$ cat src/rtl/can_rf_pkg.sv
`timescale 1ns/1ps
package can_rf_pkg;
  typedef logic [31:0] word_t;

  // word indices (byte address >> 2)
  localparam int IDX_CTRL    = 0;
  localparam int IDX_IER     = 1;
  localparam int IDX_STS     = 2;
  localparam int IDX_F1S     = 3;
  localparam int IDX_BTR     = 4;
  localparam int IDX_FCTL    = 8;
  localparam int IDX_FMODE   = 9;
  localparam int IDX_FSCALE  = 10;
  localparam int IDX_FASSIGN = 11;
  localparam int IDX_FACT    = 12;
  localparam int IDX_BANK    = 16;
  localparam int IDX_MBX     = 64;
  localparam int BANK_WORDS  = 2;
  localparam int MBX_WORDS   = 4;

  localparam word_t CTRL_RST  = 32'h0001_0002;
  localparam word_t CTRL_MASK = 32'h0001_00FF;
  localparam word_t BTR_RST   = 32'h0123_0000;
  localparam word_t BTR_MASK  = 32'hC37F_03FF;
  localparam int    FRZ_BIT   = 16;

  typedef enum int {EVT_ERR = 0, EVT_WKUP = 1, EVT_SLP = 2, EVT_NUM = 3} evt_e;
endpackage

$ cat src/rtl/can_rf_fbank.sv
`timescale 1ns/1ps
module can_rf_fbank
  import can_rf_pkg::*;
(
  input  logic                             clk_i,
  input  logic                             rst_ni,
  input  logic                             wr_i,
  input  logic [BANK_WORDS-1:0]            sel_i,
  input  word_t                            wdata_i,
  input  logic                             active_i,
  input  logic                             finit_i,
  output logic [BANK_WORDS-1:0][31:0]      val_o
);
  logic open_w;
  assign open_w = !active_i || finit_i;

  always_ff @(posedge clk_i or negedge rst_ni) begin
    if (!rst_ni) begin
      val_o <= '0;
    end else if (wr_i && open_w) begin
      for (int k = 0; k < BANK_WORDS; k++)
        if (sel_i[k]) val_o[k] <= wdata_i;
    end
  end


  bank_lock_chk: assert property (@(posedge clk_i) disable iff (!rst_ni)
    (active_i && !finit_i) |=> $stable(val_o));
endmodule

$ cat src/rtl/can_rf_mbox.sv
`timescale 1ns/1ps
module can_rf_mbox
  import can_rf_pkg::*;
(
  input  logic                            clk_i,
  input  logic                            rst_ni,
  input  logic                            wr_i,
  input  logic [MBX_WORDS-1:0]            sel_i,
  input  word_t                           wdata_i,
  input  logic                            empty_i,
  output logic [MBX_WORDS-1:0][31:0]      wd_o
);
  always_ff @(posedge clk_i or negedge rst_ni) begin
    if (!rst_ni) begin
      wd_o <= '0;
    end else if (wr_i && empty_i) begin
      for (int k = 0; k < MBX_WORDS; k++)
        if (sel_i[k]) wd_o[k] <= wdata_i;
    end
  end


  mbx_lock_chk: assert property (@(posedge clk_i) disable iff (!rst_ni)
    !empty_i |=> $stable(wd_o));
endmodule

$ cat src/rtl/can_rf_evt.sv
`timescale 1ns/1ps
module can_rf_evt
  import can_rf_pkg::*;
(
  input  logic                clk_i,
  input  logic                rst_ni,
  input  logic [EVT_NUM-1:0]  evt_i,
  input  logic                sts_clr_i,
  input  logic [EVT_NUM-1:0]  sts_mask_i,
  input  logic                f1_evt_i,
  input  logic                f1_clr_i,
  input  logic                f1_mask_i,
  input  logic [EVT_NUM:0]    en_i,
  output logic [EVT_NUM-1:0]  sts_o,
  output logic                f1_o,
  output logic                sts_irq_o,
  output logic                f1_irq_o
);
  // set has priority over write-one-to-clear
  always_ff @(posedge clk_i or negedge rst_ni) begin
    if (!rst_ni) begin
      sts_o <= '0;
      f1_o  <= 1'b0;
    end else begin
      sts_o <= evt_i | (sts_o & ~({EVT_NUM{sts_clr_i}} & sts_mask_i));
      f1_o  <= f1_evt_i | (f1_o & ~(f1_clr_i & f1_mask_i));
    end
  end

  assign sts_irq_o = |(sts_o & en_i[EVT_NUM-1:0]);
  assign f1_irq_o  = f1_o & en_i[EVT_NUM];


  sts_set_chk: assert property (@(posedge clk_i) disable iff (!rst_ni)
    evt_i[EVT_ERR] |=> sts_o[EVT_ERR]);

  f1_set_chk: assert property (@(posedge clk_i) disable iff (!rst_ni)
    f1_evt_i |=> f1_o);
endmodule

$ cat src/rtl/can_rf_top.sv
`timescale 1ns/1ps
module can_rf_top
  import can_rf_pkg::*;
#(
  parameter int NUM_BANK = 4,
  parameter int NUM_MBX  = 3,
  parameter int ADDR_W   = 10
) (
  input  logic                clk_i,
  input  logic                rst_ni,
  input  logic                req_i,
  input  logic                we_i,
  input  logic [3:0]          be_i,
  input  logic [ADDR_W-1:0]   addr_i,
  input  logic [31:0]         wdata_i,
  output logic [31:0]         rdata_o,
  input  logic                init_mode_i,
  input  logic                debug_i,
  input  logic [NUM_MBX-1:0]  mbx_empty_i,
  input  logic                err_evt_i,
  input  logic                wkup_evt_i,
  input  logic                slp_evt_i,
  input  logic                f1_ovr_evt_i,
  output logic                freeze_o,
  output logic                sts_irq_o,
  output logic                f1_irq_o
);
  localparam int WIDX_W = ADDR_W - 2;
  localparam logic [WIDX_W-1:0] W_CTRL    = WIDX_W'(IDX_CTRL);
  localparam logic [WIDX_W-1:0] W_IER     = WIDX_W'(IDX_IER);
  localparam logic [WIDX_W-1:0] W_STS     = WIDX_W'(IDX_STS);
  localparam logic [WIDX_W-1:0] W_F1S     = WIDX_W'(IDX_F1S);
  localparam logic [WIDX_W-1:0] W_BTR     = WIDX_W'(IDX_BTR);
  localparam logic [WIDX_W-1:0] W_FCTL    = WIDX_W'(IDX_FCTL);
  localparam logic [WIDX_W-1:0] W_FMODE   = WIDX_W'(IDX_FMODE);
  localparam logic [WIDX_W-1:0] W_FSCALE  = WIDX_W'(IDX_FSCALE);
  localparam logic [WIDX_W-1:0] W_FASSIGN = WIDX_W'(IDX_FASSIGN);
  localparam logic [WIDX_W-1:0] W_FACT    = WIDX_W'(IDX_FACT);

  logic [WIDX_W-1:0] widx;
  logic              wr_ok;
  assign widx  = addr_i[ADDR_W-1:2];
  assign wr_ok = req_i && we_i && (be_i == 4'hF) && (addr_i[1:0] == 2'b00);

  word_t                ctrl_q, btr_q;
  logic [EVT_NUM:0]     ier_q;
  logic                 finit_q;
  logic [NUM_BANK-1:0]  fmode_q, fscale_q, fassign_q, fact_q;

  always_ff @(posedge clk_i or negedge rst_ni) begin
    if (!rst_ni) begin
      ctrl_q    <= CTRL_RST;
      btr_q     <= BTR_RST;
      ier_q     <= '0;
      finit_q   <= 1'b1;
      fmode_q   <= '0;
      fscale_q  <= '0;
      fassign_q <= '0;
      fact_q    <= '0;
    end else if (wr_ok) begin
      if (widx == W_CTRL) ctrl_q <= wdata_i & CTRL_MASK;
      if (widx == W_IER)  ier_q  <= wdata_i[EVT_NUM:0];
      if (widx == W_BTR && init_mode_i) btr_q <= wdata_i & BTR_MASK;
      if (widx == W_FCTL) finit_q <= wdata_i[0];
      if (widx == W_FACT) fact_q  <= wdata_i[NUM_BANK-1:0];
      if (finit_q) begin
        if (widx == W_FMODE)   fmode_q   <= wdata_i[NUM_BANK-1:0];
        if (widx == W_FSCALE)  fscale_q  <= wdata_i[NUM_BANK-1:0];
        if (widx == W_FASSIGN) fassign_q <= wdata_i[NUM_BANK-1:0];
      end
    end
  end

  assign freeze_o = ctrl_q[FRZ_BIT] & debug_i;

  // filter banks
  logic [BANK_WORDS-1:0][31:0] bank_v [NUM_BANK];
  for (genvar b = 0; b < NUM_BANK; b++) begin : g_bank
    logic [BANK_WORDS-1:0] sel;
    for (genvar k = 0; k < BANK_WORDS; k++) begin : g_sel
      assign sel[k] = (widx == WIDX_W'(IDX_BANK + BANK_WORDS*b + k));
    end
    can_rf_fbank u_bank (
      .clk_i    (clk_i),
      .rst_ni   (rst_ni),
      .wr_i     (wr_ok),
      .sel_i    (sel),
      .wdata_i  (wdata_i),
      .active_i (fact_q[b]),
      .finit_i  (finit_q),
      .val_o    (bank_v[b])
    );
  end

  // transmit mailboxes
  logic [MBX_WORDS-1:0][31:0] mbx_v [NUM_MBX];
  for (genvar m = 0; m < NUM_MBX; m++) begin : g_mbx
    logic [MBX_WORDS-1:0] sel;
    for (genvar k = 0; k < MBX_WORDS; k++) begin : g_sel
      assign sel[k] = (widx == WIDX_W'(IDX_MBX + MBX_WORDS*m + k));
    end
    can_rf_mbox u_mbx (
      .clk_i   (clk_i),
      .rst_ni  (rst_ni),
      .wr_i    (wr_ok),
      .sel_i   (sel),
      .wdata_i (wdata_i),
      .empty_i (mbx_empty_i[m]),
      .wd_o    (mbx_v[m])
    );
  end

  // events and interrupts
  logic [EVT_NUM-1:0] sts_w;
  logic               f1_w;
  can_rf_evt u_evt (
    .clk_i      (clk_i),
    .rst_ni     (rst_ni),
    .evt_i      ({slp_evt_i, wkup_evt_i, err_evt_i}),
    .sts_clr_i  (wr_ok && widx == W_STS),
    .sts_mask_i (wdata_i[EVT_NUM-1:0]),
    .f1_evt_i   (f1_ovr_evt_i),
    .f1_clr_i   (wr_ok && widx == W_F1S),
    .f1_mask_i  (wdata_i[0]),
    .en_i       (ier_q),
    .sts_o      (sts_w),
    .f1_o       (f1_w),
    .sts_irq_o  (sts_irq_o),
    .f1_irq_o   (f1_irq_o)
  );

  // read mux, guard independent
  always_comb begin
    rdata_o = '0;
    case (widx)
      W_CTRL:    rdata_o = ctrl_q;
      W_IER:     rdata_o = 32'(ier_q);
      W_STS:     rdata_o = 32'(sts_w);
      W_F1S:     rdata_o = 32'(f1_w);
      W_BTR:     rdata_o = btr_q;
      W_FCTL:    rdata_o = 32'(finit_q);
      W_FMODE:   rdata_o = 32'(fmode_q);
      W_FSCALE:  rdata_o = 32'(fscale_q);
      W_FASSIGN: rdata_o = 32'(fassign_q);
      W_FACT:    rdata_o = 32'(fact_q);
      default:   rdata_o = '0;
    endcase
    for (int b = 0; b < NUM_BANK; b++)
      for (int k = 0; k < BANK_WORDS; k++)
        if (widx == WIDX_W'(IDX_BANK + BANK_WORDS*b + k)) rdata_o = bank_v[b][k];
    for (int m = 0; m < NUM_MBX; m++)
      for (int k = 0; k < MBX_WORDS; k++)
        if (widx == WIDX_W'(IDX_MBX + MBX_WORDS*m + k)) rdata_o = mbx_v[m][k];
  end


  part_wr_chk: assert property (@(posedge clk_i) disable iff (!rst_ni)
    (req_i && we_i && (be_i != 4'hF || addr_i[1:0] != 2'b00))
      |=> ($stable(ctrl_q) && $stable(btr_q) && $stable(ier_q)));

  btr_guard_chk: assert property (@(posedge clk_i) disable iff (!rst_ni)
    !init_mode_i |=> $stable(btr_q));

  cfg_guard_chk: assert property (@(posedge clk_i) disable iff (!rst_ni)
    !finit_q |=> ($stable(fmode_q) && $stable(fscale_q) && $stable(fassign_q)));
endmodule

$ cat config.mk
export PLATFORM = sky130hd
export DESIGN_NAME = can_rf_top
export DESIGN_NICKNAME = d
export VERILOG_FILES = /design/src/rtl/can_rf_pkg.sv /design/src/rtl/can_rf_fbank.sv /design/src/rtl/can_rf_mbox.sv /design/src/rtl/can_rf_evt.sv /design/src/rtl/can_rf_top.sv
export SDC_FILE = /design/constraint.sdc
export NUM_CORES = 1
export LEC_CHECK = 0
export BUFFER_PORTS_ARGS = -buffer_cell sky130_fd_sc_hd__buf_2
export CORE_UTILIZATION = 50
export DETAILED_ROUTE_END_ITERATION = 10
export HOLD_SLACK_MARGIN = 0.02
export PLACE_DENSITY_LB_ADDON = 0.08
export SLEW_MARGIN = 20
export SYNTH_ARGS = -nofsm -noshare
export SYNTH_HDL_FRONTEND = slang
export SYNTH_SLANG_ARGS = --single-unit
$ cat constraint.sdc
create_clock -name clk_i -period 4.75 [get_ports clk_i]
set_input_delay 1.1875 -clock clk_i [delete_from_list [all_inputs] [get_ports clk_i]]
set_output_delay 1.1875 -clock clk_i [all_outputs]
set_load 0.05 [all_outputs]
== Yosys cells after proc, flatten, opt, wreduce, memory -nomap -nowiden ==
Index checks and enable logic that the tools add are counted.

* Flip-flop bits (word level): 695
* Word-level logic and storage cells: 144
* Output and inout bits: 35
* Input port bits: 59

* Reductions and logical operators: 52
* Equality and inequality tests: 30
* Multiplexer cells: 21
* Bitwise gates (word level): 11

{| class="wikitable"
|+ Operators by type and width
! operator !! number
|-
| $mux W32 || 20
|-
| $pmux W32 S10 || 1
|-
| $eq A8 B7 Y1 const B || 12
|-
| $eq A8 B5 Y1 const B || 8
|-
| $reduce_and A2 Y1 || 25
|-
| $eq A8 B4 Y1 const B || 5
|-
| $eq A8 B2 Y1 const B || 2
|-
| $logic_and A1 B1 Y1 || 13
|-
| $and A3 B3 Y3 || 3
|-
| $reduce_and A3 Y1 || 3
|-
| $eq A8 B1 Y1 const B || 1
|-
| $eq A8 B3 Y1 const B || 1
|-
| $logic_not A8 Y1 || 1
|-
| $and A1 B1 Y1 || 4
|-
| $eq A4 B4 Y1 const B || 1
|-
| $logic_not A1 Y1 || 4
|-
| $logic_or A1 B1 Y1 || 4
|-
| $not A3 Y3 || 1
|-
| $or A3 B3 Y3 || 1
|-
| $reduce_or A3 Y1 || 1
|-
| $logic_not A2 Y1 || 1
|-
| $not A1 Y1 || 1
|-
| $or A1 B1 Y1 || 1
|}

== Logic depth before layout (Yosys ltp) ==
* Depth after elaboration: 22
* Gate-level depth with buffers: 11
* Depth with buffers taken out: 6

== By module ==
From an unflattened synthesis, not the netlist that was laid out.

* Cell total of the unflattened synthesis: 2700
* Area, all modules: 34827.2 µm²

{| class="wikitable"
|+ By module, submodules not included
! module !! times used !! seq. area each (µm²) !! cells an instance !! area each (µm²)
|-
| can_rf_mbox || 3 || 3203.1 || 272 || 4724.5
|-
| can_rf_fbank || 4 || 1601.5 || 139 || 2708.8
|-
| can_rf_top || 1 || 1285.0 || 1313 || 9653.0
|-
| can_rf_evt || 1 || 100.1 || 15 || 165.2
|}

== Least setup slack after synthesis ==
OpenSTA, ideal clock, no wires.

* Kind: input to output
* From: input addr_i[8]
* To: output rdata_o[25]
* Setup slack: -0.232 ns
* Path buffers: 1
* Arrival time: 3.794 ns
* Stages on the path: 7
* Path through: or4b_1 -> buf_4 -> a2111oi_0 -> a2bb2oi_1 -> a2bb2oi_1 -> o21ai_0 -> a211oi_1

* Cells in the longest elaborated chain, start to end: 22

{| class="wikitable"
|+ RTL lines
! item !! RTL line !! source
|-
| from (decl) || can_rf_top.sv:14 || <nowiki>input logic [ADDR_W-1:0] addr_i,</nowiki>
|-
| $eq A8 B4 Y1, or another cell as far along || can_rf_top.sv:135 || <nowiki>case (widx)</nowiki>
|-
| $pmux W32 S10 || can_rf_top.sv:135 ||
|-
| $mux W32 (8 in series) || can_rf_top.sv:150 || <nowiki>if (widx == WIDX_W'(IDX_BANK + BANK_WORDS*b + k)) rdata_o = bank_v[b][k];</nowiki>
|-
| $mux W32 (11 in series) || can_rf_top.sv:153 || <nowiki>if (widx == WIDX_W'(IDX_MBX + MBX_WORDS*m + k)) rdata_o = mbx_v[m][k];</nowiki>
|-
| $mux W32 * || can_rf_top.sv:153 ||
|-
| to (decl) || can_rf_top.sv:16 || <nowiki>output logic [31:0] rdata_o,</nowiki>
|}

Mark *: on every way between the ends. The rest lies on a longest branch, timed or not.

== Worst setup path in the final report ==
* From: input addr_i[3]
* To: output rdata_o[1]

The elaborated chain is that of the path after synthesis.

==> results.toml <==
[sta]
clock.fmax_mhz = 210.4
drv_slew = 0
setup-tns-final_ps = -3.676
worstMarginPinSlew_ps = 917.8
holdWs_ps = 486.4
setup_viol = 1
timing.final.crit_share = 1.001
hold_violations = 0
max-slew-margin-rel = 0.3881
fin_worst_skew_ps = 18.44
rsz0062_at_grt = "true"
setup_slack_ps = -3.676
period_needed_ps = 4754

[clock_network]
cts_sinks = 695
cts_buffers = 76
clk_root_buffer_cell = "clkbuf_16"
cts_hold_repair.buffers = 0
clk_pin_slew_worst_paths_ps = 50
cts_buffer_depth = 3
cts_tree = "yes"
clk_latency_ps = 630
htreeDepth = 3

[setup_path]
r2r.worst_path.cells = 5
worstPathArrival_ps = 3570
cp-start-kind = "primary input"
cp_max_fo = 16
reg2reg_from = "finit_q$_DFFE_PN1P_"
worstSetupPathType = "primary input to output port"
end_kind = "output port"
required_ps = 3560
r2r_slack_ps = 2560
r2r_end = "g_bank[1].u_bank.val_o[32]$_DFFE_PN0P_"

[logic_synthesis]
ys_seq_elements = 695
synth_top_area_cell = "dfrtp_1"
synth_ff_type = "dfrtp_1"
synth_edf_count = 0
syn-cell-area_um2 = 33190
ys_types = 77
yosys-top-cells-area = "dfrtp_1 52%, mux2_2 24%, a21oi_1 2.0%, mux2i_1 1.9%, o21ai_0 1.9%"
post-synth-top-area-fraction = 0.5187
ys_seq_area_frac = 0.5243
syn_avg_cell_area_um2 = 12.35
synth_cells = 2688
ys_warn_count = 0
synthArstFlopShare = 1.000
synth_nets = 2747

[layout]
final_cells = 3871
drive_above_1_share = 0.4586
fin_area_um2 = 40190
fin_nets = 3003
post-route-util = 0.6112
fillers = 5246
area_growth_pct = 21.08

[die]
die_w_um = 259.6
start_util = 0.5048
die_h_um = 259.6
core_area_um2 = 65750
fp-row-count = 94
dieArea_um2 = 67420
ios = 94

[power_and_ir_drop]
seqPwrFrac = 0.460
p_sw_w = 0.003096
combPwrFrac = 0.068
p_sw_frac = 0.2401
pwr-share-clk = 0.472
p_int_w = 0.009798
p_leak_nw = 19.50
ir_drop_v = 0.0002357
cellPowerDensity_nw_per_um2 = 320.8

[routing]
viasPerCell = 6.433
drc = 0
wl_per_cell_um = 30.67
drt-initial-drc-count = 2332
first_pass_iters = 5
vias = 24900
route.antenna.remaining_nets = 0
wl_um = 118700

[place]
dpl_cell_area_um2 = 37030
place.gp.congestion = 0.9071
port-buffer-count = 93
dp_hpwl_um = 79290
dpl.cell_count = 3711

[global_route]
grt_overflow = 0
track_usage = 0.3544
grt_max_degree = 117
antenna_found_initial = 6
grt_pass1_vias = 25090
grt_pass1_wl_um = 173800

[run_status]
status = "complete, but fails checks"
failed_checks = "setup timing"

[run]
drv_cap = 0

[min_path]
hp-start = "g_mbx[2].u_mbx.wd_o[8]$_DFFE_PN0P_"
hp-class = "flop to flop"
worstHoldEndpoint = "g_mbx[2].u_mbx.wd_o[8]$_DFFE_PN0P_"
holdPathStages = 1
## worst max-delay path by stage
stage / to / cells past startpoint / startpoint / slack [ps]
6_report: rdata_o[1] / 12 / addr_i[3] / -4
5_1_grt: rdata_o[26] / 12 / addr_i[3] / -30
4_1_cts: rdata_o[20] / 11 / addr_i[8] / -20
3_5_place_dp: rdata_o[0] / 9 / addr_i[9] / -340
3_3_place_gp: rdata_o[22] / 8 / addr_i[3] / -300
2_1_floorplan: rdata_o[10] / 8 / addr_i[3] / 30
## timing repair
item	CTS	global route
cloned	1	1
endpoints found under the setup margin	31	24
gates resized for setup	38	54
setup buffers	7	10
pin swaps	2	14
## Yosys cell counts (11+ instances only)
cell type  count
mux2_2       711
dfrtp_1      688
a21oi_1      133
o21ai_0      127
clkbuf_1     123
nor2_1       106
nand2_1      103
buf_2         83
mux2i_1       64
o22ai_1       58
a22oi_1       34
nand3_1       29
o2bb2ai_1     28
buf_1         26
buf_4         22
nor3_1        21
a22o_1        18
o221ai_1      18
nand2b_1      17
nor2b_1       14
o211ai_1      14
a211oi_1      12
a222oi_1      12
mux4_2        12
a221o_1       11
a31oi_1       11
## per-layer routing
| metal | vias up | GRT usage | share of wire |
|---|---|---|---|
| li1 | 10460 | - | - |
| met3 | 265 | 0.06930 | 0.079 |
| met4 | 6 | 0.1273 | 0.036 |
| met2 | 1093 | 0.5379 | 0.45 |
| met1 | 13080 | 0.5059 | 0.43 |
| met5 | - | 0 | 0.00027 |
## critical path: stages
cell	delay (ps)
buf_6	80
buf_4	320
nor2b_4	90
buf_4	230
buf_4	200
nand3_1	90
buf_4	280
nor2_1	70
nor3_1	360
o22ai_1	160
a31oi_1	190
clkbuf_4	260
## logic make-up (layout without fill, tap and decap cells)
logic type / Yosys count / in the layout / share of synthesized area
muxes: 797 / 797 / 0.2721
AOI/OAI and AO/OA: 568 / 568 / 0.1129
and+or+nand+nor: 367 / 367 / 0.05542
DFF: 695 / 695 / 0.5243
buffers and inverters: 261 / 578 / 0.03536
other: 0 / 2 / 0
## cell usage in the layout, fill, tap and decap left out, types with 54 or more instances in the layout
cell type  instances
clkbuf_16         78
o22ai_1           54
mux2i_1           64
mux2_2           711
a21oi_1          128
buf_4            288
buf_12            62
nand2_1           95
dfrtp_1          688
nor2_1            98
o21ai_0          120
buf_2             61
## stage by stage
step / total power, W / worst slack [ps]
global placement: 0.006852 / -303.5
floorplan: 0.006350 / 34.06
finish: 0.01289 / -3.676
global route: 0.01324 / -32.43
CTS: 0.01292 / -20.07
detailed placement: 0.006856 / -339.6
## power by group through the flow
stage | clock network [W] | logic (W) | registers (W)
final | 0.00609 | 0.000877 | 0.00593
after global routing | 0.00640 | 0.000914 | 0.00592
after CTS | 0.00615 | 0.000843 | 0.00593
after detailed placement | 0 | 0.000824 | 0.00603
after global placement | 0 | 0.000820 | 0.00603
after floorplan | 0 | 0.000316 | 0.00603
## sequential cells by signal, indices dropped and copies added, names as in the netlist
name / cells
btr_q: 21
ctrl_q: 9
fact_q: 4
fassign_q: 4
finit_q: 1
fmode_q: 4
fscale_q: 4
g_bank.u_bank.val_o: 256
g_mbx.u_mbx.wd_o: 384
ier_q: 4
u_evt.f1_o: 1
u_evt.sts_o: 3
## cell type report
| cell class | count | area (um2) | share of cell area |
|---|---|---|---|
| Sequential cell | 695 | 17400 | 0.4330 |
| Multi-Input combinational cell | 1732 | 15090 | 0.3756 |
| Timing Repair Buffer | 433 | 4031 | 0.1003 |
| Clock buffer | 116 | 2223 | 0.05533 |
| Tap cell | 864 | 1081 | 0.02690 |
| Clock inverter | 23 | 329.1 | 0.008189 |
| Inverter | 6 | 22.52 | 0.0005604 |
| Antenna cell | 2 | 5.005 | 0.0001245 |
Note: power is estimated with default switching activity, not from simulation.
